==> src/rtl/if_iq_pkg.sv <==
// Package: shared types for the quarter-rate IF-to-IQ subsampler.
// Assumes the sample clock is four times the IF, so one IF cycle spans
// four routing phases.
package if_iq_pkg;

    // Routing phase of a sample within one IF cycle.
    typedef enum logic [1:0] {
        PH_I_POS = 2'd0,
        PH_Q_POS = 2'd1,
        PH_I_NEG = 2'd2,
        PH_Q_NEG = 2'd3
    } route_ph_t;

    // True when the phase carries a quadrature sample.
    function automatic logic is_q_phase(route_ph_t ph);
        return ph[0];
    endfunction

    // True when the phase falls in the negated half of the IF cycle.
    function automatic logic is_neg_phase(route_ph_t ph);
        return ph[1];
    endfunction

endpackage

==> src/rtl/iq_route_phase.sv <==
// Module: iq_route_phase
// Keeps the 2-bit routing phase that steers each accepted sample to
// +I, +Q, -I or -Q. The phase advances only on valid samples. A resync
// request is held until the next valid sample, and that sample is then
// forced to phase 0.
// Assumes at most one sample per clock.
module iq_route_phase
    import if_iq_pkg::*;
(
    input  logic      clk,
    input  logic      rst_n,
    input  logic      smp_vld,
    input  logic      resync,
    output route_ph_t ph_eff,
    output logic [1:0] ph_q,
    output logic      resync_hit
);

    logic rs_pend;
    logic rs_any;

    // Purpose: choose the phase that applies to the current sample.
    always_comb begin
        rs_any     = resync | rs_pend;
        resync_hit = smp_vld & rs_any;
        ph_eff     = rs_any ? PH_I_POS : route_ph_t'(ph_q);
    end

    // Purpose: advance the phase on each sample and hold pending resyncs.
    always_ff @(posedge clk) begin
        if (!rst_n) begin
            ph_q    <= 2'd0;
            rs_pend <= 1'b0;
        end else begin
            if (smp_vld) begin
                ph_q    <= 2'(ph_eff) + 2'd1;
                rs_pend <= 1'b0;
            end else if (resync) begin
                rs_pend <= 1'b1;
            end
        end
    end

endmodule

==> src/rtl/iq_sat_neg.sv <==
// Module: iq_sat_neg
// Conditionally negates a signed sample. The most negative code is
// clamped to the most positive one instead of wrapping.
// Purely combinational.
module iq_sat_neg #(
    parameter int W = 12
) (
    input  logic signed [W-1:0] din,
    input  logic                neg,
    output logic signed [W-1:0] dout
);

    localparam logic signed [W-1:0] MIN_V = {1'b1, {(W-1){1'b0}}};
    localparam logic signed [W-1:0] MAX_V = {1'b0, {(W-1){1'b1}}};

    // Purpose: pass through or negate with clamping.
    always_comb begin
        if (!neg)
            dout = din;
        else if (din == MIN_V)
            dout = MAX_V;
        else
            dout = -din;
    end

endmodule

==> src/rtl/iq_pair_builder.sv <==
// Module: iq_pair_builder
// Holds the sign-corrected I sample and signals a completed pair when the
// matching Q sample arrives. A Q sample with no I held is not paired.
// Assumes sign correction was already applied to val.
module iq_pair_builder
    import if_iq_pkg::*;
#(
    parameter int W = 12
) (
    input  logic                clk,
    input  logic                rst_n,
    input  logic                smp_vld,
    input  route_ph_t           ph_eff,
    input  logic signed [W-1:0] val,
    output logic                pair_fire,
    output logic                pair_late,
    output logic signed [W-1:0] i_held
);

    logic have_i;

    // Purpose: detect a completed I/Q pair on the current sample.
    always_comb begin
        pair_fire = smp_vld & is_q_phase(ph_eff) & have_i;
        pair_late = is_neg_phase(ph_eff);
    end

    // Purpose: capture I samples and track whether one is waiting.
    always_ff @(posedge clk) begin
        if (!rst_n) begin
            i_held <= '0;
            have_i <= 1'b0;
        end else if (smp_vld) begin
            if (!is_q_phase(ph_eff)) begin
                i_held <= val;
                have_i <= 1'b1;
            end else begin
                have_i <= 1'b0;
            end
        end
    end

endmodule

==> src/rtl/iq_pair_out.sv <==
// Module: iq_pair_out
// Registers the output pairs, applies optional decimate-by-two (which
// keeps first-half pairs) and numbers the issued pairs within the symbol.
// Assumes PAIRS is even and at least 2.
module iq_pair_out #(
    parameter int W     = 12,
    parameter int PAIRS = 4,
    parameter int IW    = $clog2(PAIRS)
) (
    input  logic                clk,
    input  logic                rst_n,
    input  logic                pair_fire,
    input  logic                pair_late,
    input  logic signed [W-1:0] i_val,
    input  logic signed [W-1:0] q_val,
    input  logic                decim_en,
    input  logic                resync_hit,
    output logic                out_vld,
    output logic signed [W-1:0] out_i,
    output logic signed [W-1:0] out_q,
    output logic [IW-1:0]       out_sym_idx
);

    localparam logic [IW:0] LIM_FULL = (IW+1)'(PAIRS);
    localparam logic [IW:0] LIM_HALF = (IW+1)'(PAIRS / 2);

    logic [IW-1:0] cnt;
    logic [IW:0]   lim;
    logic [IW-1:0] cur_idx;
    logic [IW:0]   inc;
    logic [IW-1:0] nxt_idx;
    logic          keep;

    // Purpose: select kept pairs and compute the index and its successor.
    always_comb begin
        lim     = decim_en ? LIM_HALF : LIM_FULL;
        keep    = pair_fire & (~decim_en | ~pair_late);
        cur_idx = ({1'b0, cnt} >= lim) ? '0 : cnt;
        inc     = {1'b0, cur_idx} + 1'b1;
        nxt_idx = (inc >= lim) ? '0 : inc[IW-1:0];
    end

    // Purpose: register the output pair and step the symbol index.
    always_ff @(posedge clk) begin
        if (!rst_n) begin
            out_vld     <= 1'b0;
            out_i       <= '0;
            out_q       <= '0;
            out_sym_idx <= '0;
            cnt         <= '0;
        end else begin
            out_vld <= keep;
            if (keep) begin
                out_i       <= i_val;
                out_q       <= q_val;
                out_sym_idx <= cur_idx;
                cnt         <= nxt_idx;
            end else if (resync_hit) begin
                cnt <= '0;
            end
        end
    end

endmodule

==> src/rtl/if_iq_subsampler.sv <==
// Module: if_iq_subsampler (top)
// Mixes real IF samples to baseband I/Q by steering each sample in a
// repeating +I, +Q, -I, -Q order, then pairs the samples, optionally
// decimates to T/2 and tags each pair with its symbol phase.
// Assumes the sample clock is 4x the IF and 8x the symbol rate (default),
// with one shared clock and at most one sample per cycle.
module if_iq_subsampler
    import if_iq_pkg::*;
#(
    parameter int SAMPLE_W        = 12,
    parameter int SAMPLES_PER_SYM = 8
) (
    input  logic                       clk,
    input  logic                       rst_n,
    input  logic                       smp_vld,
    input  logic signed [SAMPLE_W-1:0] smp_data,
    input  logic                       resync,
    input  logic                       decim_en,
    output logic                       out_vld,
    output logic signed [SAMPLE_W-1:0] out_i,
    output logic signed [SAMPLE_W-1:0] out_q,
    output logic [$clog2(SAMPLES_PER_SYM/2)-1:0] out_sym_idx
);

    localparam int PAIRS_PER_SYM = SAMPLES_PER_SYM / 2;
    localparam int IW            = $clog2(PAIRS_PER_SYM);

    route_ph_t                 ph_eff;
    logic [1:0]                ph_q;
    logic                      resync_hit;
    logic signed [SAMPLE_W-1:0] corr;
    logic                      pair_fire;
    logic                      pair_late;
    logic signed [SAMPLE_W-1:0] i_held;

    iq_route_phase u_phase (
        .clk        (clk),
        .rst_n      (rst_n),
        .smp_vld    (smp_vld),
        .resync     (resync),
        .ph_eff     (ph_eff),
        .ph_q       (ph_q),
        .resync_hit (resync_hit)
    );

    iq_sat_neg #(.W(SAMPLE_W)) u_neg (
        .din  (smp_data),
        .neg  (is_neg_phase(ph_eff)),
        .dout (corr)
    );

    iq_pair_builder #(.W(SAMPLE_W)) u_pair (
        .clk       (clk),
        .rst_n     (rst_n),
        .smp_vld   (smp_vld),
        .ph_eff    (ph_eff),
        .val       (corr),
        .pair_fire (pair_fire),
        .pair_late (pair_late),
        .i_held    (i_held)
    );

    iq_pair_out #(.W(SAMPLE_W), .PAIRS(PAIRS_PER_SYM), .IW(IW)) u_out (
        .clk         (clk),
        .rst_n       (rst_n),
        .pair_fire   (pair_fire),
        .pair_late   (pair_late),
        .i_val       (i_held),
        .q_val       (corr),
        .decim_en    (decim_en),
        .resync_hit  (resync_hit),
        .out_vld     (out_vld),
        .out_i       (out_i),
        .out_q       (out_q),
        .out_sym_idx (out_sym_idx)
    );

endmodule

==> config.mk <==
export PLATFORM = sky130hd
export DESIGN_NAME = if_iq_subsampler
export DESIGN_NICKNAME = d
export VERILOG_FILES = /design/src/rtl/if_iq_pkg.sv /design/src/rtl/iq_route_phase.sv /design/src/rtl/iq_sat_neg.sv /design/src/rtl/iq_pair_builder.sv /design/src/rtl/iq_pair_out.sv /design/src/rtl/if_iq_subsampler.sv
export SDC_FILE = /design/constraint.sdc
export NUM_CORES = 1
export LEC_CHECK = 0
export BUFFER_PORTS_ARGS = -buffer_cell sky130_fd_sc_hd__buf_2
export CAP_MARGIN = 20
export CORE_AREA = 4 4 74 76
export DETAILED_ROUTE_END_ITERATION = 10
export DIE_AREA = 0 0 78 80
export PLACE_DENSITY_LB_ADDON = 0.12
export SLEW_MARGIN = 5
export SYNTH_ARGS = -nofsm -noshare
export SYNTH_HDL_FRONTEND = slang
export SYNTH_HIERARCHICAL = 1
export SYNTH_SLANG_ARGS = --single-unit
==> constraint.sdc <==
create_clock -name clk -period 1.8 [get_ports clk]
set_input_delay 0.18 -clock clk [delete_from_list [all_inputs] [get_ports clk]]
set_output_delay 0.18 -clock clk [all_outputs]
set_load 0.02 [all_outputs]
==> summary.txt <==
Status
  • Run status: completed

Logic synthesis
  • Synth cell count leaders: nand2_1, dfxtp_1, a21boi_2, mux2i_1
  • Post-synth design cell area: 2272 µm²
  • Most common cell in the netlist: nand2_1
  • Number of flops mapped to enable cells by yosys: 0
  • FF+latch count, synth: 45
  • Net count after synthesis: 283
  • Dominant cells by area after synthesis: dfxtp_1, nand2_1, a21boi_2
  • Number of library cell types mapped by synthesis: 49
  • Warning count from the yosys run: 6
  • Post-synthesis cell type with the largest combined area: dfxtp_1
  • Most used flip-flop cell after synthesis: dfxtp_1
  • Share of flip-flops with an asynchronous set or reset after synthesis: 0%
  • Post-Syn Instances: 263
  • Top cell type's share of synthesized area: 39.65%
  • Average size of a mapped cell: 8.639 µm²
  • Sequential-to-total area share from yosys stat: 39.65%

Timing
  • Setup violations, final: 0
  • Final hold violation count: 0
  • Final cycle utilization of the critical path: 93.78%
  • Setup slack of the critical path after layout: 0.1120 ns
  • Shortest period the worst path allows: 1.688 ns
  • Worst clock skew: 0.005507 ns
  • Transition time of the tightest slew-check pin: 0.4364 ns
  • RSZ-0062 raised after global routing: false
  • Max_slew headroom: 70.91%
  • Fmax achieved: 0.5924 GHz
  • Number of pins exceeding their max-slew limit in the final report: 0

Placement
  • Minimum setup slack after placement: -0.1858 ns
  • Number of placed instances with taps included: 383
  • Port bufs: 43
  • Routability cong.: 0.8773
  • Post-detailed-placement half-perimeter wirelength: 3671 µm

GRT
  • Number of antenna violations at the first check in global routing: 0
  • Pin count of the biggest net entering global routing: 33
  • Via count of the first global-routing pass: 1852
  • Remaining global-route overflow: 0
  • Global-route wire length before repair: 8487 µm
  • Gr usage total: 17.01%

Die
  • I/O pins: 44
  • Placeable core area: 4723 µm²
  • Effective utilization at floorplan: 48.11%
  • Horizontal extent of the die: 78 µm
  • DIE HEIGHT: 80 µm
  • Core Rows: 25
  • Full die area: 6240 µm²

Layout
  • Number of nets in the finished design: 343
  • Number of non-filler instances in the completed layout: 391
  • Layout area overhead: 24.06%
  • Share of cells above drive strength 1: 33.64%
  • Inserted Diodes: 0

Detailed routing
  • Total number of vias: 1984
  • Antenna Nets Post-Route: 0
  • Drt total wl: 5086 µm
  • WL/cell: 13.01 µm
  • Number of search-and-repair iterations in the first detailed-routing pass: 4
  • Vias per Instance: 5.074
  • Iteration-0 DRC Markers: 110
  • Post-route DRC violation count: 0

CTS
  • Clock latency on the worst-skew pair: 0.30 ns
  • Clock tree sinks: 45
  • Max Root-Sink Buffers: 2
  • Root Buffer: clkbuf_8
  • Number of post-CTS setup repair buffers: 0
  • CTS H-Tree Depth: 2
  • TritonCTS clock tree: done
  • CTS buffer count: 5
  • Clock-pin slew of the registers on the worst-case setup and hold paths: 0.08 ns
  • Post-CTS Hold Buffers: 0

Min path
  • Start point of the worst min-delay path: smp_vld
  • Hold WC Path Type: in2reg
  • Instance count along the most critical hold path: 2
  • Endpoint, Worst Hold: u_phase/rs_pend$_SDFFE_PP0P_

Setup path
  • Start-to-end type of the worst setup path: in2reg
  • CP most frequent cell: nand2_1
  • Sequence of cells on the critical path: buf_2 > inv_1 > ha_2 > or3b_4 > or4_4 > a211o_1 > nand2_1 > nand2_1 > a21boi_0
  • Reg2reg setup slack: 0.16 ns
  • Type of origin of the critical path: input pin
  • Required time of the critical path: 2.02 ns
  • Library cell contributing the largest single delay on the critical path: or4_4
  • Critical register-to-register path endpoint: u_out/out_q[2]$_SDFFE_PN0P_
  • Highest net fanout along the worst path: 4
  • Reg2Reg Launch Point: u_phase/rs_pend$_SDFFE_PP0P_
  • Number of cells traversed by the worst register-to-register path: 7
  • Setup crit end kind: flip-flop
  • Data arrival at the endpoint of the critical path: 1.91 ns
  • Critical Path Max Stage Delay: 0.45 ns

Power
  • Leakage power: 1.185 nW
  • Power density normalized to cell area: 726.2 nW/µm²
  • Worst ir drop on vdd: 0.3795 mV

Job
  • Max-cap violation count: 0
[worst max-delay path by stage]
stage | to | from | slack (ns) | depth (start not counted)
floorplan | u_out/out_q[2]$_SDFFE_PN0P_ | smp_data[10] | -0.03 | 6
global placement | u_out/out_q[2]$_SDFFE_PN0P_ | smp_data[10] | -0.16 | 7
detailed placement | u_out/out_q[2]$_SDFFE_PN0P_ | smp_data[1] | -0.19 | 9
CTS | u_out/out_q[2]$_SDFFE_PN0P_ | u_phase/rs_pend$_SDFFE_PP0P_ | 0.1 | 7
global route | u_out/out_q[11]$_SDFFE_PN0P_ | smp_data[1] | 0.01 | 11
finish | u_out/out_q[2]$_SDFFE_PN0P_ | smp_data[1] | 0.11 | 9
[cell usage in the layout, fill, tap and decap left out, types with 3 or more instances in the layout]
cell	Yosys	layout
a21boi_0	7	7
a21boi_2	19	19
a21oi_1	6	6
buf_12	1	3
buf_2	3	43
buf_4	3	21
clkbuf_8	0	6
dfxtp_1	45	45
inv_1	9	9
mux2i_1	12	12
nand2_1	86	86
nor2_1	4	4
nor3_1	3	3
o21ai_0	9	9
o41ai_1	3	3
[cell type report]
class | instances | area [µm²]
clock buffer | 7 | 86.33
inverter | 9 | 33.78
tap | 67 | 83.83
clock inverter | 1 | 30.03
sequential | 45 | 900.9
fill | 438 | 1904
multi-input combinational | 194 | 1240
timing repair buffer | 68 | 444.2
[per-layer routing]
layer	routed length, µm	up-vias	part of all wire, %	GRT usage (%)
met5	0	-	0	0
met4	76	0	1.5	6.643
li1	-	1014	-	-
met2	2377	44	47	28.25
met1	2381	918	47	20.91
met3	251	8	4.9	4.628
[logic make-up (layout without fill, tap and decap cells)]
group / Yosys count / after routing / share of synthesized area [%]
and+or+nand+nor: 118 / 118 / 23.62
AOI/OAI and AO/OA: 61 / 61 / 23.13
adders and majority gates: 3 / 3 / 1.982
DFF: 45 / 45 / 39.65
muxes: 12 / 12 / 5.287
buffers and inverters: 24 / 85 / 6.332
[timing repair]
| item | CTS | global route |
|---|---|---|
| endpoints found under the hold margin | 0 | 0 |
| gates resized for setup | 0 | 2 |
| setup endpoints to repair | 0 | 8 |
[worst max-delay path, delay by kind of cell]
kind                       cells  cell delay (ns)
AOI/OAI and AO/OA              2             0.41
buffers and inverters          2             0.18
adders and majority gates      1             0.17
and+or+nand+nor                4             0.97
[report_power, final]
group / switching [mW] / internal (mW) / leakage [nW]
registers: 0.0153 / 1.02 / 0.366
logic: 0.120 / 0.105 / 0.760
clock network: 0.331 / 0.453 / 0.0585
[sequential cells by signal (all words and copies together), names as in the netlist]
signal / count
u_out/cnt: 2
u_out/out_i: 12
u_out/out_q: 12
u_out/out_sym_idx: 2
u_out/out_vld: 1
u_pair/have_i: 1
u_pair/i_held: 12
u_phase/ph_q: 2
u_phase/rs_pend: 1
[metrics by stage]
step                      total power [mW]  cell area [µm²]  util [%]  setup TNS, ns  hold WS [ns]
after detailed placement             1.286             2698     57.11         -2.077        0.4479
after global routing                 2.142             2819     59.68              0        0.1721
after CTS                            2.071             2814     59.58              0        0.1578
after global placement               1.283             2698     57.11         -1.590        0.4446
after floorplan                      1.196             2283         -       -0.04095        0.2561
final                                2.047             2819     59.68              0        0.1655
Power figures use the tool's default switching activity.
